$ cat src/rtl/hsk_pkg.sv
package hsk_pkg;
  // Handshake pair as written by the host, both active low.
  typedef struct packed {
    logic tip_n;
    logic ack_n;
  } hs_t;

  localparam hs_t HS_IDLE = '{tip_n: 1'b1, ack_n: 1'b1};
endpackage

$ cat src/rtl/hsk_buf.sv
module hsk_buf #(
  parameter int DEPTH = 16,
  parameter int DW    = 8,
  localparam int AW   = $clog2(DEPTH)
) (
  input  logic          clk,
  input  logic          we,
  input  logic [AW-1:0] waddr,
  input  logic [DW-1:0] wdata,
  input  logic [AW-1:0] raddr,
  output logic [DW-1:0] rdata
);
  logic [DW-1:0] mem [DEPTH];

  always_ff @(posedge clk) begin
    if (we) mem[waddr] <= wdata;
  end

  assign rdata = mem[raddr];
endmodule

$ cat src/rtl/hsk_ctrl.sv
module hsk_ctrl
  import hsk_pkg::*;
#(
  parameter int DEPTH = 16,
  parameter int DW    = 8,
  localparam int AW   = $clog2(DEPTH),
  localparam int IW   = $clog2(DEPTH) + 1
) (
  input  logic          clk,
  input  logic          rst,
  input  logic          hs_we,
  input  hs_t           hs_in,
  input  logic          mode_we,
  input  logic          mode_tx,
  input  logic          sd_we,
  input  logic [DW-1:0] sd_wdata,
  input  logic          flag_clr,
  input  logic          in_load,
  input  logic [IW-1:0] in_len,
  input  logic [DW-1:0] in_rd_data,
  output logic [AW-1:0] in_rd_addr,
  output logic          ob_we,
  output logic [AW-1:0] ob_addr,
  output logic [DW-1:0] ob_wdata,
  output logic          req_n,
  output logic [DW-1:0] sd_q,
  output logic          flag,
  output logic          pkt_done,
  output logic [IW-1:0] pkt_len
);
  localparam logic [IW-1:0] FULL = IW'(DEPTH);

  hs_t           hs_q, hs_last;
  logic          tx_mode, eval_pend;
  logic [IW-1:0] out_idx, in_idx, in_len_q;

  logic fire, moved, ack_tog, out_full, in_pend, in_last;

  assign fire     = eval_pend & ~in_load;
  assign moved    = (hs_q != hs_last);
  assign ack_tog  = (hs_q.ack_n != hs_last.ack_n);
  assign out_full = (out_idx >= FULL);
  assign in_pend  = (in_idx < in_len_q);
  assign in_last  = ((in_idx + 1'b1) >= in_len_q);

  assign in_rd_addr = in_idx[AW-1:0];
  assign ob_addr    = out_idx[AW-1:0];
  assign ob_wdata   = sd_q;
  assign ob_we      = fire & ~hs_q.tip_n & tx_mode & moved & ~out_full;

  always_ff @(posedge clk) begin
    if (rst) begin
      hs_q      <= HS_IDLE;
      hs_last   <= HS_IDLE;
      tx_mode   <= 1'b0;
      eval_pend <= 1'b0;
      sd_q      <= '0;
      flag      <= 1'b0;
      req_n     <= 1'b1;
      out_idx   <= '0;
      in_idx    <= '0;
      in_len_q  <= '0;
      pkt_done  <= 1'b0;
      pkt_len   <= '0;
    end else begin
      pkt_done  <= 1'b0;
      if (hs_we)   hs_q    <= hs_in;
      if (mode_we) tx_mode <= mode_tx;
      // a commit defers any pending evaluation by one cycle
      eval_pend <= hs_we | mode_we | in_load | (eval_pend & in_load);
      if (sd_we)    sd_q <= sd_wdata;
      if (flag_clr) flag <= 1'b0;
      if (in_load) begin
        in_idx   <= '0;
        in_len_q <= (in_len > FULL) ? FULL : in_len;
        flag     <= 1'b1;
      end
      if (fire) begin
        hs_last <= hs_q;
        if (!hs_q.tip_n) begin
          if (tx_mode) begin
            if (moved && !out_full) begin
              out_idx <= out_idx + 1'b1;
              flag    <= 1'b1;
            end
          end else if (moved && in_pend) begin
            sd_q   <= in_rd_data;
            in_idx <= in_idx + 1'b1;
            if (in_last) req_n <= 1'b1;
            flag   <= 1'b1;
          end
        end else if (hs_last.tip_n && ack_tog) begin
          req_n <= hs_q.ack_n;
          flag  <= 1'b1;
        end else begin
          if (!hs_last.tip_n) begin
            flag <= 1'b1;
            if (out_idx != '0) begin
              pkt_done <= 1'b1;
              pkt_len  <= out_idx;
            end
            out_idx <= '0;
          end
          if (in_pend) req_n <= 1'b0;
        end
      end
    end
  end

  AST_OUT_BOUND: assert property (@(posedge clk) disable iff (rst)
    out_idx <= FULL);
  AST_IN_BOUND: assert property (@(posedge clk) disable iff (rst)
    in_idx <= in_len_q);
  AST_DONE_FLAGS: assert property (@(posedge clk) disable iff (rst)
    pkt_done |-> flag);
  AST_LOAD_REWIND: assert property (@(posedge clk) disable iff (rst)
    in_load |=> (in_idx == '0));
  AST_REQ_ON_EVAL: assert property (@(posedge clk) disable iff (rst)
    (req_n != $past(req_n)) |-> $past(fire));
  AST_CLR_WORKS: assert property (@(posedge clk) disable iff (rst)
    (flag_clr && !in_load && !eval_pend) |=> !flag);
endmodule

$ cat src/rtl/hsk_xfer_engine.sv
module hsk_xfer_engine
  import hsk_pkg::*;
#(
  parameter int DEPTH = 16,
  parameter int DW    = 8,
  localparam int AW   = $clog2(DEPTH),
  localparam int IW   = $clog2(DEPTH) + 1
) (
  input  logic          clk,
  input  logic          rst,
  input  logic          hs_we,
  input  logic          hs_tip_n,
  input  logic          hs_ack_n,
  input  logic          mode_we,
  input  logic          mode_host_tx,
  input  logic          sd_we,
  input  logic [DW-1:0] sd_wdata,
  input  logic          flag_clr,
  input  logic          in_wr_en,
  input  logic [AW-1:0] in_wr_addr,
  input  logic [DW-1:0] in_wr_data,
  input  logic          in_load,
  input  logic [IW-1:0] in_len,
  input  logic [AW-1:0] out_rd_addr,
  output logic [DW-1:0] out_rd_data,
  output logic          req_n,
  output logic [DW-1:0] sd_q,
  output logic          sr_flag,
  output logic          pkt_done,
  output logic [IW-1:0] pkt_len
);
  hs_t           hs_in;
  logic [AW-1:0] in_rd_addr, ob_addr;
  logic [DW-1:0] in_rd_data, ob_wdata, ob_rd_data;
  logic          ob_we;

  assign hs_in = '{tip_n: hs_tip_n, ack_n: hs_ack_n};

  hsk_buf #(.DEPTH(DEPTH), .DW(DW)) i_inbuf (
    .clk(clk), .we(in_wr_en), .waddr(in_wr_addr), .wdata(in_wr_data),
    .raddr(in_rd_addr), .rdata(in_rd_data)
  );

  hsk_buf #(.DEPTH(DEPTH), .DW(DW)) i_outbuf (
    .clk(clk), .we(ob_we), .waddr(ob_addr), .wdata(ob_wdata),
    .raddr(out_rd_addr), .rdata(ob_rd_data)
  );

  hsk_ctrl #(.DEPTH(DEPTH), .DW(DW)) i_ctrl (
    .clk(clk), .rst(rst), .hs_we(hs_we), .hs_in(hs_in),
    .mode_we(mode_we), .mode_tx(mode_host_tx),
    .sd_we(sd_we), .sd_wdata(sd_wdata), .flag_clr(flag_clr),
    .in_load(in_load), .in_len(in_len),
    .in_rd_data(in_rd_data), .in_rd_addr(in_rd_addr),
    .ob_we(ob_we), .ob_addr(ob_addr), .ob_wdata(ob_wdata),
    .req_n(req_n), .sd_q(sd_q), .flag(sr_flag),
    .pkt_done(pkt_done), .pkt_len(pkt_len)
  );

  always_ff @(posedge clk) begin
    if (rst) out_rd_data <= '0;
    else     out_rd_data <= ob_rd_data;
  end
endmodule

$ cat config.mk
export PLATFORM = sky130hd
export DESIGN_NAME = hsk_xfer_engine
export DESIGN_NICKNAME = d
export VERILOG_FILES = /design/src/rtl/hsk_pkg.sv /design/src/rtl/hsk_buf.sv /design/src/rtl/hsk_ctrl.sv /design/src/rtl/hsk_xfer_engine.sv
export SDC_FILE = /design/constraint.sdc
export NUM_CORES = 1
export LEC_CHECK = 0
export BUFFER_PORTS_ARGS = -buffer_cell sky130_fd_sc_hd__buf_4
export CORE_MARGIN = 5
export CORE_UTILIZATION = 35
export CTS_BUF_LIST = sky130_fd_sc_hd__clkbuf_4 sky130_fd_sc_hd__clkbuf_8
export DETAILED_ROUTE_END_ITERATION = 8
export HOLD_SLACK_MARGIN = 0.05
export PLACE_DENSITY_LB_ADDON = 0.3
export SYNTH_ARGS = -nofsm -noshare
export SYNTH_HDL_FRONTEND = slang
export SYNTH_SLANG_ARGS = --single-unit
$ cat constraint.sdc
create_clock -name clk -period 2.4 [get_ports clk]
set_input_delay 0.12 -clock clk [delete_from_list [all_inputs] [get_ports clk]]
set_output_delay 0.12 -clock clk [all_outputs]
set_load 0.1 [all_outputs]
==> flow_metrics.tcl, run 1 <==
set metrics [dict create \
    grt_pass1_wl_um 39850 \
    yosys_warnings 0 \
    synth_top_area_cell "edfxtp_1" \
    setup_viol 0 \
    antenna_found_initial 0 \
    ys_seq_elements 301 \
    path_max_fanout 8 \
    grt_overflow 0 \
    combPwrFrac_pct 6.5 \
    p_seq_share_pct 52.9 \
    r2r_cells 8 \
    path_cells "ha_1 > nand3_1 > xnor2_1 > ha_1 > a211oi_1 > o21ai_0 > a41oi_1 > o21ai_0" \
    leakagePower_nw 5.003 \
    worst_slack_ns 0.2311 \
    wl_met1_um 11870 \
    swShare_pct 22.51 \
    slew_headroom_pct 47.22 \
    routed_via_density 4.870 \
    die_w_um 194.6 \
    drc 0 \
    syn_nets 692 \
    met2WireLength_um 12680 \
    crit_slowest_cell "dfxtp_1" \
    fin_setup_tns_ns 0 \
    core_area_sq_mm 0.03362 \
    p_total_mw 10.99 \
    root_buffer "clkbuf_8" \
    max-vdd-ir-drop_mv 0.4815 \
    min_delay_path_depth 3 \
    synth_edf_count 256 \
    fin_hold_ws_ns 0.1014 \
    cts.htree.levels 2 \
    synthArstFlopShare_pct 0 \
    drt-initial-drc-count 339 \
    port_buffers 63 \
    power_frac_clock_pct 40.6 \
    period_share_pct 90.37 \
    avgSynthCellArea_sq_um 18.73 \
    cp.depth 8 \
    track_usage_pct 13.72 \
    pre_cts_slack_ns 0.2449 \
    start_kind "register" \
    slowest_delay_ns 0.45 \
    finalHoldViolCount 0 \
    yosysTopAreaCellShare_pct 64.44 \
    globalplace.congestion 0.7735 \
    syn_area_sq_mm 0.01193 \
    dieHeight_um 194.6 \
    grt_pass1_vias 6674 \
    start_util_pct 35.49 \
    p_int_mw 8.518 \
    final_common_cell "edfxtp_1" \
    routed.top_layer "met4" \
    detail-route-antenna-nets 0 \
    synth-seq-area-share_pct 71.99 \
    diodes 0 \
    path_class "register to register" \
    crit_path_end_kind "register" \
    worstPathRequired_ns 2.81 \
    io_pins 64 \
    clkLatencyLatePin_ns 0.58 \
    synth_area_leaders "edfxtp_1 64%, mux4_2 10%, dfxtp_1 7.6%" \
    synthToLayoutAreaGrowth_pct 23.27 \
    fillers 2923 \
    netlist_instances 637 \
    fin_nets 874 \
    clock.fmax_mhz 461.1 \
    vias 6365 \
    fin_crit_ns 2.169 \
    crit_family "compound AO/OA/AOI/OAI gates" \
    post-dp-hpwl_um 16800 \
    max_slew.worst_pin.slew_ns 0.7888 \
    critPathBufInv 0 \
    cts_buffer_depth 3 \
    cts_tree "yes" \
    status "finished clean" \
    clock_sinks 301 \
    skew_ns 0.01525 \
    grt_max_degree 34 \
    rsz0062_at_grt "no" \
    wire_per_inst_um 20.05 \
    p_switching_mw 2.474 \
    hp-class "primary input to register" \
    clk_pin_slew_worst_paths_ns 0.06 \
    drv_cap 0 \
    fin_cells 1307 \
    synth_cell_types 49 \
    firstDrtPassIters 4 \
    p_per_area_mw_per_mm2 747.4 \
    die_area_sq_mm 0.03788 \
    synthFlopType "edfxtp_1" \
    dp_cells 1168 \
    dr_wl_met3_um 1081 \
    drive_gt1_share_pct 30.38 \
    cts_made_buffers 48 \
    row_count 67 \
    layout_common_cells "256 x edfxtp_1, 112 x buf_4, 55 x mux4_2, 52 x clkbuf_8, 49 x dlygate4sd3_1" \
    worstPathArrival_ns 2.58 \
    slew_viol_final 0 \
    wl_um 26200 \
]
-- flip-flops by register name, summed over array words and instances (netlist names) --
name,flops
i_ctrl.in_idx,5
i_ctrl.flag,1
i_ctrl.eval_pend,1
i_ctrl.pkt_len,5
i_inbuf.mem,128
i_ctrl.req_n,1
i_outbuf.mem,128
i_ctrl.out_idx,5
out_rd_data,8
i_ctrl.ob_wdata,8
i_ctrl.in_len_q,5
i_ctrl.hs_last,2
i_ctrl.tx_mode,1
i_ctrl.pkt_done,1
i_ctrl.hs_q,2
-- layer usage --
metal / vias up / track usage [%]
met4: 0 / 4.505
met2: 142 / 22.22
li1: 2955 / -
met1: 3219 / 18.83
met3: 49 / 2.597
met5: - / 0
-- area by class of cell --
| class | count | area (sq um) | share of cell area [%] |
|---|---|---|---|
| Tap cell | 448 | 560.5 | 3.811 |
| Clock buffer | 61 | 783.3 | 5.326 |
| Sequential cell | 301 | 8589 | 58.41 |
| Clock inverter | 29 | 210.2 | 1.429 |
| Inverter | 13 | 48.80 | 0.3318 |
| Multi-Input combinational cell | 291 | 3123 | 21.24 |
| Timing Repair Buffer | 164 | 1391 | 9.461 |
-- synthesized netlist by cell type, drive strengths merged (2+ instances only) --
library cell,count
nand3b,5
buf,16
and2,9
a31oi,8
dfxtp,45
a2bb2oi,3
xor2,2
nor2,44
inv,13
mux4,72
xnor2,4
nand2,18
o21ai,13
a211oi,5
nand3,6
o211ai,4
nor2b,7
nand2b,7
ha,15
a22oi,16
mux2i,10
a21oi,9
edfxtp,256
nor4,2
nor3,10
mux2,7
clkbuf,16
-- worst min-delay path, stage by stage --
cell	delay (ns)
buf_4	0.18
mux4_2	0.23
and2_1	0.11
-- kinds of logic (layout without fill, tap and decap cells) --
family                     count (synthesis)  count (layout)  synth area share [%]
and+or+nand+nor                          115             115                 4.761
xor gates and xnor gates                   6               6                0.4405
DFF                                      301             301                 71.99
AOI/OAI and AO/OA                         66              66                 3.744
muxes                                     89              89                 15.63
adders and majority gates                 15              15                 1.573
buffers and inverters                     45             267                 1.867
-- power by group through the flow --
| stage | Sequential [mW] | Combinational (mW) | Clock, mW |
|---|---|---|---|
| global placement | 5.92 | 0.649 | 0 |
| floorplan | 6.08 | 0.244 | 0 |
| CTS | 5.81 | 0.719 | 4.61 |
| finish | 5.81 | 0.712 | 4.47 |
| global route | 5.82 | 0.757 | 4.85 |
| detailed placement | 5.92 | 0.654 | 0 |
-- path summary, 6_finish.rpt --
path | startpoint | endpoint | slack (ns)
setup / recovery | i_ctrl.in_idx[1] | i_ctrl.req_n | 0.23
hold / removal | out_rd_addr[1] | out_rd_data[7] | 0.10
setup reg to reg | i_ctrl.in_idx[1] | i_ctrl.req_n | 0.23
hold reg to reg | i_ctrl.pkt_len[4] | i_ctrl.pkt_len[4] | 0.50
-- metrics by stage --
stage                     instance area (sq um)  util, %
after global routing                      14710    43.75
after CTS                                 14700    43.74
after floorplan                           11930        -
after global placement                    13220    39.32
final                                     14710    43.75
after detailed placement                  13220    39.32
-- repair_timing --
action | 4_1_cts | 5_1_grt
setup buffers | 0 | 0
setup endpoints to repair | 0 | 10
resized for setup | 0 | 2
hold buffers | 49 | 0
hold endpoints to repair | 198 | 0
(Power assumes the default switching activity.)
==> run 2: changes to the inputs <==
--- a/config.mk
+++ b/config.mk
@@ -6,7 +6,7 @@
 export NUM_CORES = 1
 export LEC_CHECK = 0
 export BUFFER_PORTS_ARGS = -buffer_cell sky130_fd_sc_hd__buf_4
-export CORE_MARGIN = 5
+export CORE_MARGIN = 10
 export CORE_UTILIZATION = 35
 export CTS_BUF_LIST = sky130_fd_sc_hd__clkbuf_4 sky130_fd_sc_hd__clkbuf_8
 export DETAILED_ROUTE_END_ITERATION = 8
==> run 2 against run 1 <==
  * Sequential cell count stayed put
  * Final area is 0.52% lower
  * Sequential power is essentially flat
  * Clock power about the same
  * Via count decreased by 1.5%
  * Worst hold slack got worse by 0.011 ns
  * Final cell count down 0.69%
  * Fmax increased by 0.67%
  * Routed wire length is 5.0% lower
  * Critical path depth stayed put
  * Clock skew up 0.014 ns
  * Die area is 11% higher
==> flow_metrics.tcl, run 2 (synthesis gave the netlist of run 1 again) <==
set metrics [dict create \
    die_w_um 204.6 \
    hp-class "primary input to register" \
    synthToLayoutAreaGrowth_pct 22.63 \
    start_util_pct 35.49 \
    cts_tree "yes" \
    path_max_fanout 8 \
    antenna_found_initial 0 \
    dieHeight_um 204.6 \
    wl_um 24890 \
    p_total_mw 10.97 \
    r2r-end "i_ctrl.req_n" \
    start_kind "register" \
    crit_path_end_kind "register" \
    path_class "register to register" \
    slowest_delay_ns 0.45 \
    min_from "in_wr_addr[0]" \
    min_to "i_inbuf.mem[8][2]" \
    grt_overflow 0 \
    row_count 67 \
    drive_gt1_share_pct 30.24 \
    p_per_area_mw_per_mm2 749.8 \
    path_cells "ha_1 > nand3_1 > xnor2_1 > ha_1 > a211oi_1 > o21ai_0 > a41oi_1 > o21ai_0" \
    fin_hold_ws_ns 0.09016 \
    placed_cell_area_sq_mm 0.01315 \
    dp_cells 1161 \
    drv_cap 0 \
    worstPathArrival_ns 2.53 \
    r2r_slack_ns 0.25 \
    final_cell_area_sq_mm 0.01463 \
    cts_made_buffers 49 \
    clock.fmax_mhz 464.1 \
    max-vdd-ir-drop_mv 0.4156 \
    finalHoldViolCount 0 \
    io_pins 64 \
    slew_headroom_pct 38.39 \
    fillers 2927 \
    grt_max_degree 34 \
    worstPathRequired_ns 2.78 \
    worst_slack_ns 0.2454 \
    fin_nets 865 \
    detail-route-antenna-nets 0 \
    r2r-start "i_ctrl.in_idx[1]" \
    diodes 0 \
    max_slew.worst_pin.slew_ns 0.9207 \
    cts_buffer_depth 3 \
    leakagePower_nw 4.965 \
    clkLatencyLatePin_ns 0.56 \
    pre_cts_slack_ns 0.2300 \
    crit_family "compound AO/OA/AOI/OAI gates" \
    utilization_pct 43.52 \
    grt_pass1_vias 6688 \
    drt-initial-drc-count 341 \
    setup_viol 0 \
    track_usage_pct 11.91 \
    cts.htree.levels 2 \
    fin_cells 1298 \
    routed_via_density 4.829 \
    clock_sinks 301 \
    firstDrtPassIters 4 \
    slew_viol_final 0 \
    clk_pin_slew_worst_paths_ns 0.06 \
    r2r_cells 8 \
    top_regs "i_inbuf.mem: 128 flops, i_outbuf.mem: 128 flops" \
    final_common_cell "edfxtp_1" \
    status "finished clean" \
    fin_setup_tns_ns 0 \
    globalplace.congestion 0.7584 \
    skew_ns 0.02967 \
    port_buffers 63 \
    min_delay_path_depth 3 \
    drc 0 \
    cts_setup_buffers 0 \
    wire_per_inst_um 19.18 \
    grt_pass1_wl_um 38720 \
    root_buffer "clkbuf_8" \
    rsz0062_at_grt "no" \
    fin_crit_ns 2.155 \
    die_area_sq_mm 0.04187 \
    layout_common_cells "256 x edfxtp_1, 106 x buf_4, 56 x clkbuf_8, 55 x mux4_2, 46 x dlygate4sd3_1" \
    period_share_pct 89.77 \
    core_area_sq_mm 0.03362 \
    crit_slowest_cell "dfxtp_1" \
    critPathBufInv 0 \
    post-dp-hpwl_um 15960 \
    vias 6268 \
]
[run 2: cell count changes in the layout (fill, tap and decap cells not counted), sizes merged]
cell / change
bufinv: -2
dlygate4sd3: -3
buf: -7
clkbuf: +13
clkinv: -11
clkinvlp: -1
inv: +2
[run 2: final cells by class]
cell class	count	area (sq um)	area share, %
Sequential cell	301	8589	58.71
Clock buffer	74	905.9	6.192
Inverter	13	48.80	0.3335
Clock inverter	17	110.1	0.7526
Tap cell	448	560.5	3.831
Multi-Input combinational cell	291	3119	21.32
Timing Repair Buffer	154	1296	8.860
[run 2: per-layer routing]
layer  wire [um]  track usage (%)  up-vias  part of all wire, %
met5           0                0        -                    0
met4         431            3.676        0                  1.7
met3        1186            2.559       38                  4.8
met2       12320            19.99      144                   49
met1       10950            15.13     3144                   44
li1            -                -     2942                    -
[run 2: worst min-delay path: cells and delay by family]
kind,cells,cell delay [ns]
buffers and inverters,2,0.29
and+or+nand+nor,1,0.06
[run 2: report_power, final]
part	leakage (nW)	internal, mW	switching [mW]	total, mW
logic	1.76	0.272	0.405	0.677
registers	2.66	5.76	0.0565	5.81
clock network	0.541	2.53	1.95	4.48
[run 2: what timing repair did]
| action | CTS | global route |
|---|---|---|
| hold buffers | 46 | 0 |
| resized for setup | 0 | 0 |
| endpoints found under the hold margin | 167 | 0 |
| endpoints found under the setup margin | 0 | 0 |
[run 2: how the worst max path moves through the flow]
stage / start / end / slack, ns / cells after the start
2_1_floorplan: i_ctrl.in_idx[2] / i_ctrl.req_n / 0.18 / 9
3_3_place_gp: i_ctrl.hs_q[0] / i_outbuf.mem[0][0] / 0.32 / 6
3_5_place_dp: i_ctrl.in_idx[1] / i_ctrl.req_n / 0.23 / 8
4_1_cts: i_ctrl.in_idx[1] / i_ctrl.req_n / 0.22 / 8
5_1_grt: i_ctrl.in_idx[1] / i_ctrl.req_n / 0.01 / 8
6_report: i_ctrl.in_idx[1] / i_ctrl.req_n / 0.25 / 8
==> run 3: changes to the inputs <==
==> constraint.sdc (replaced) <==
create_clock -name clk -period 2.31 [get_ports clk]
set_input_delay 0.1155 -clock clk [delete_from_list [all_inputs] [get_ports clk]]
set_output_delay 0.1155 -clock clk [all_outputs]
set_load 0.1 [all_outputs]
==> run 3 against run 2 <==
  * Clock skew down 0.0061 ns
  * Sequential cell count is the same
  * Sequential share of layout area shrank 0.33 points
  * Clock power is 4% higher
  * Total power rose by 4.3%
  * Die area stayed put
  * Setup slack lost 0.022 ns
  * Final cell count up 0.46%
  * Combinational power is 9.2% higher
  * Worst hold slack better by 0.014 ns
  * Sequential power is 4.0% higher
  * First-iteration DRC count up 25%
  * Critical path type unchanged
==> flow_metrics.tcl, run 3 (synthesis gave the netlist of run 1 again) <==
set metrics [dict create \
    status "finished clean" \
    rsz0062_at_grt "no" \
    power_frac_clock_pct 40.8 \
    worstPathRequired_ns 2.78 \
    clock.fmax_mhz 479.2 \
    p_int_mw 8.936 \
    period_share_pct 90.33 \
    crit_path_end_kind "register" \
    slew_headroom_pct 50.83 \
    die_area_sq_mm 0.04187 \
    clk_pin_slew_worst_paths_ns 0.06 \
    top_regs "i_inbuf.mem: 128 flops, i_outbuf.mem: 128 flops" \
    leakagePower_nw 5.005 \
    globalplace.congestion 0.7624 \
    start_kind "register" \
    core_area_sq_mm 0.03362 \
    p_seq_share_pct 52.8 \
    skew_ns 0.02362 \
    setup_viol 0 \
    finalHoldViolCount 0 \
    clock_sinks 301 \
    clkLatencyLatePin_ns 0.56 \
    path_class "register to register" \
    fin_nets 874 \
    grt_pass1_wl_um 41300 \
    drv_cap 0 \
    row_count 67 \
    slowest_delay_ns 0.45 \
    p_switching_mw 2.509 \
    firstDrtPassIters 4 \
    regArea_sq_mm 0.008589 \
    drive_gt1_share_pct 30.14 \
    cts_setup_buffers 0 \
    fin_setup_tns_ns 0 \
    cts.htree.levels 2 \
    antenna_found_initial 0 \
    swShare_pct 21.92 \
    die_w_um 204.6 \
    multi_input_area_sq_mm 0.003120 \
    drc 0 \
    grt_overflow 0 \
    port_buffers 63 \
    diodes 0 \
    max_slew.worst_pin.slew_ns 0.7367 \
    root_buffer "clkbuf_8" \
    layout_common_cells "256 x edfxtp_1, 110 x buf_4, 55 x mux4_2, 50 x clkbuf_8, 50 x dlygate4sd3_1" \
    fin_cells 1304 \
    worstPathArrival_ns 2.56 \
    track_usage_pct 12.95 \
    cts_made_buffers 48 \
    detail-route-antenna-nets 0 \
    final_common_cell "edfxtp_1" \
    crit_slowest_cell "dfxtp_1" \
    drt-initial-drc-count 425 \
    combPwrFrac_pct 6.5 \
    synthToLayoutAreaGrowth_pct 23.33 \
    p_per_area_mw_per_mm2 777.8 \
    start_util_pct 35.49 \
    hp-class "primary input to register" \
    path_cells "ha_1 > nor2b_1 > o2111ai_1 > and4b_2 > buf_12 > o21ai_1 > a31oi_1" \
    fin_crit_ns 2.087 \
    vias 6457 \
    cts_tree "yes" \
    slew_viol_final 0 \
    wl_um 26520 \
    routed_via_density 4.952 \
    fillers 2954 \
    placed_cell_area_sq_mm 0.01322 \
    wire_per_inst_um 20.34 \
    io_pins 64 \
    critPathBufInv 1 \
    grt_pass1_vias 6738 \
    dp_cells 1167 \
    cts_buffer_depth 3 \
    max-vdd-ir-drop_mv 0.5043 \
    dieHeight_um 204.6 \
    grt_max_degree 34 \
    final_cell_area_sq_mm 0.01471 \
    path_max_fanout 16 \
    crit_family "compound AO/OA/AOI/OAI gates" \
    post-dp-hpwl_um 16780 \
]
==> run 3: power by group through the flow <==
| stage | sequential, mW | clock (mW) | combinational (mW) |
|---|---|---|---|
| floorplan | 6.31 | 0 | 0.253 |
| global route | 6.05 | 5.06 | 0.790 |
| finish | 6.04 | 4.66 | 0.739 |
| CTS | 6.04 | 4.80 | 0.744 |
| detailed placement | 6.16 | 0 | 0.676 |
| global placement | 6.15 | 0 | 0.671 |
==> run 3: what timing repair did <==
item	CTS	global route
endpoints found under the setup margin	0	1
hold buffers	50	0
hold endpoints to repair	183	0
resized for setup	0	1
==> run 3: path summary, 6_finish.rpt <==
kind	from	endpoint	slack (ns)	cells after the start
hold / removal	sd_we	i_ctrl.ob_wdata[0]	0.10	4
hold reg to reg	i_ctrl.hs_last[0]	i_ctrl.hs_last[0]	0.52	2
setup / recovery	i_ctrl.in_idx[1]	i_ctrl.ob_wdata[3]	0.22	7
setup reg to reg	i_ctrl.in_idx[1]	i_ctrl.ob_wdata[3]	0.22	7
==> run 3: layout make-up <==
cell class                      count  area share, %
Tap cell                          448          3.810
Inverter                           13         0.3316
Sequential cell                   301          58.38
Multi-Input combinational cell    291          21.21
Clock inverter                     17          1.020
Clock buffer                       70          5.697
Timing Repair Buffer              164          9.558
==> run 3: per-layer routing <==
| layer | GRT usage [%] | vias to the layer above | part of all wire, % |
|---|---|---|---|
| met1 | 17.88 | 3315 | 46 |
| met2 | 20.21 | 152 | 47 |
| met3 | 2.606 | 42 | 4.9 |
| met5 | 0 | - | 0 |
| li1 | - | 2948 | - |
| met4 | 3.941 | 0 | 1.9 |
==> run 3: through the flow <==
| stage | utilization (%) | power [mW] | setup WS [ns] | hold slack, ns |
|---|---|---|---|---|
| 2_1_floorplan | - | 6.565 | 0.09338 | 0.1940 |
| 3_3_place_gp | 39.34 | 6.824 | 0.2320 | 0.3315 |
| 3_5_place_dp | 39.34 | 6.831 | 0.1970 | 0.3408 |
| 4_1_cts | 43.77 | 11.59 | 0.1837 | 0.05657 |
| 5_1_grt | 43.77 | 11.90 | 0.02068 | 0.1151 |
| 6_report | 43.77 | 11.44 | 0.2233 | 0.1042 |
==> run 3: worst reg2reg max path, cell delays in order (launching register included) <==
cell	delay, ns
dfxtp_1	0.45
ha_1	0.27
nor2b_1	0.14
o2111ai_1	0.33
and4b_2	0.39
buf_12	0.16
o21ai_1	0.08
a31oi_1	0.19
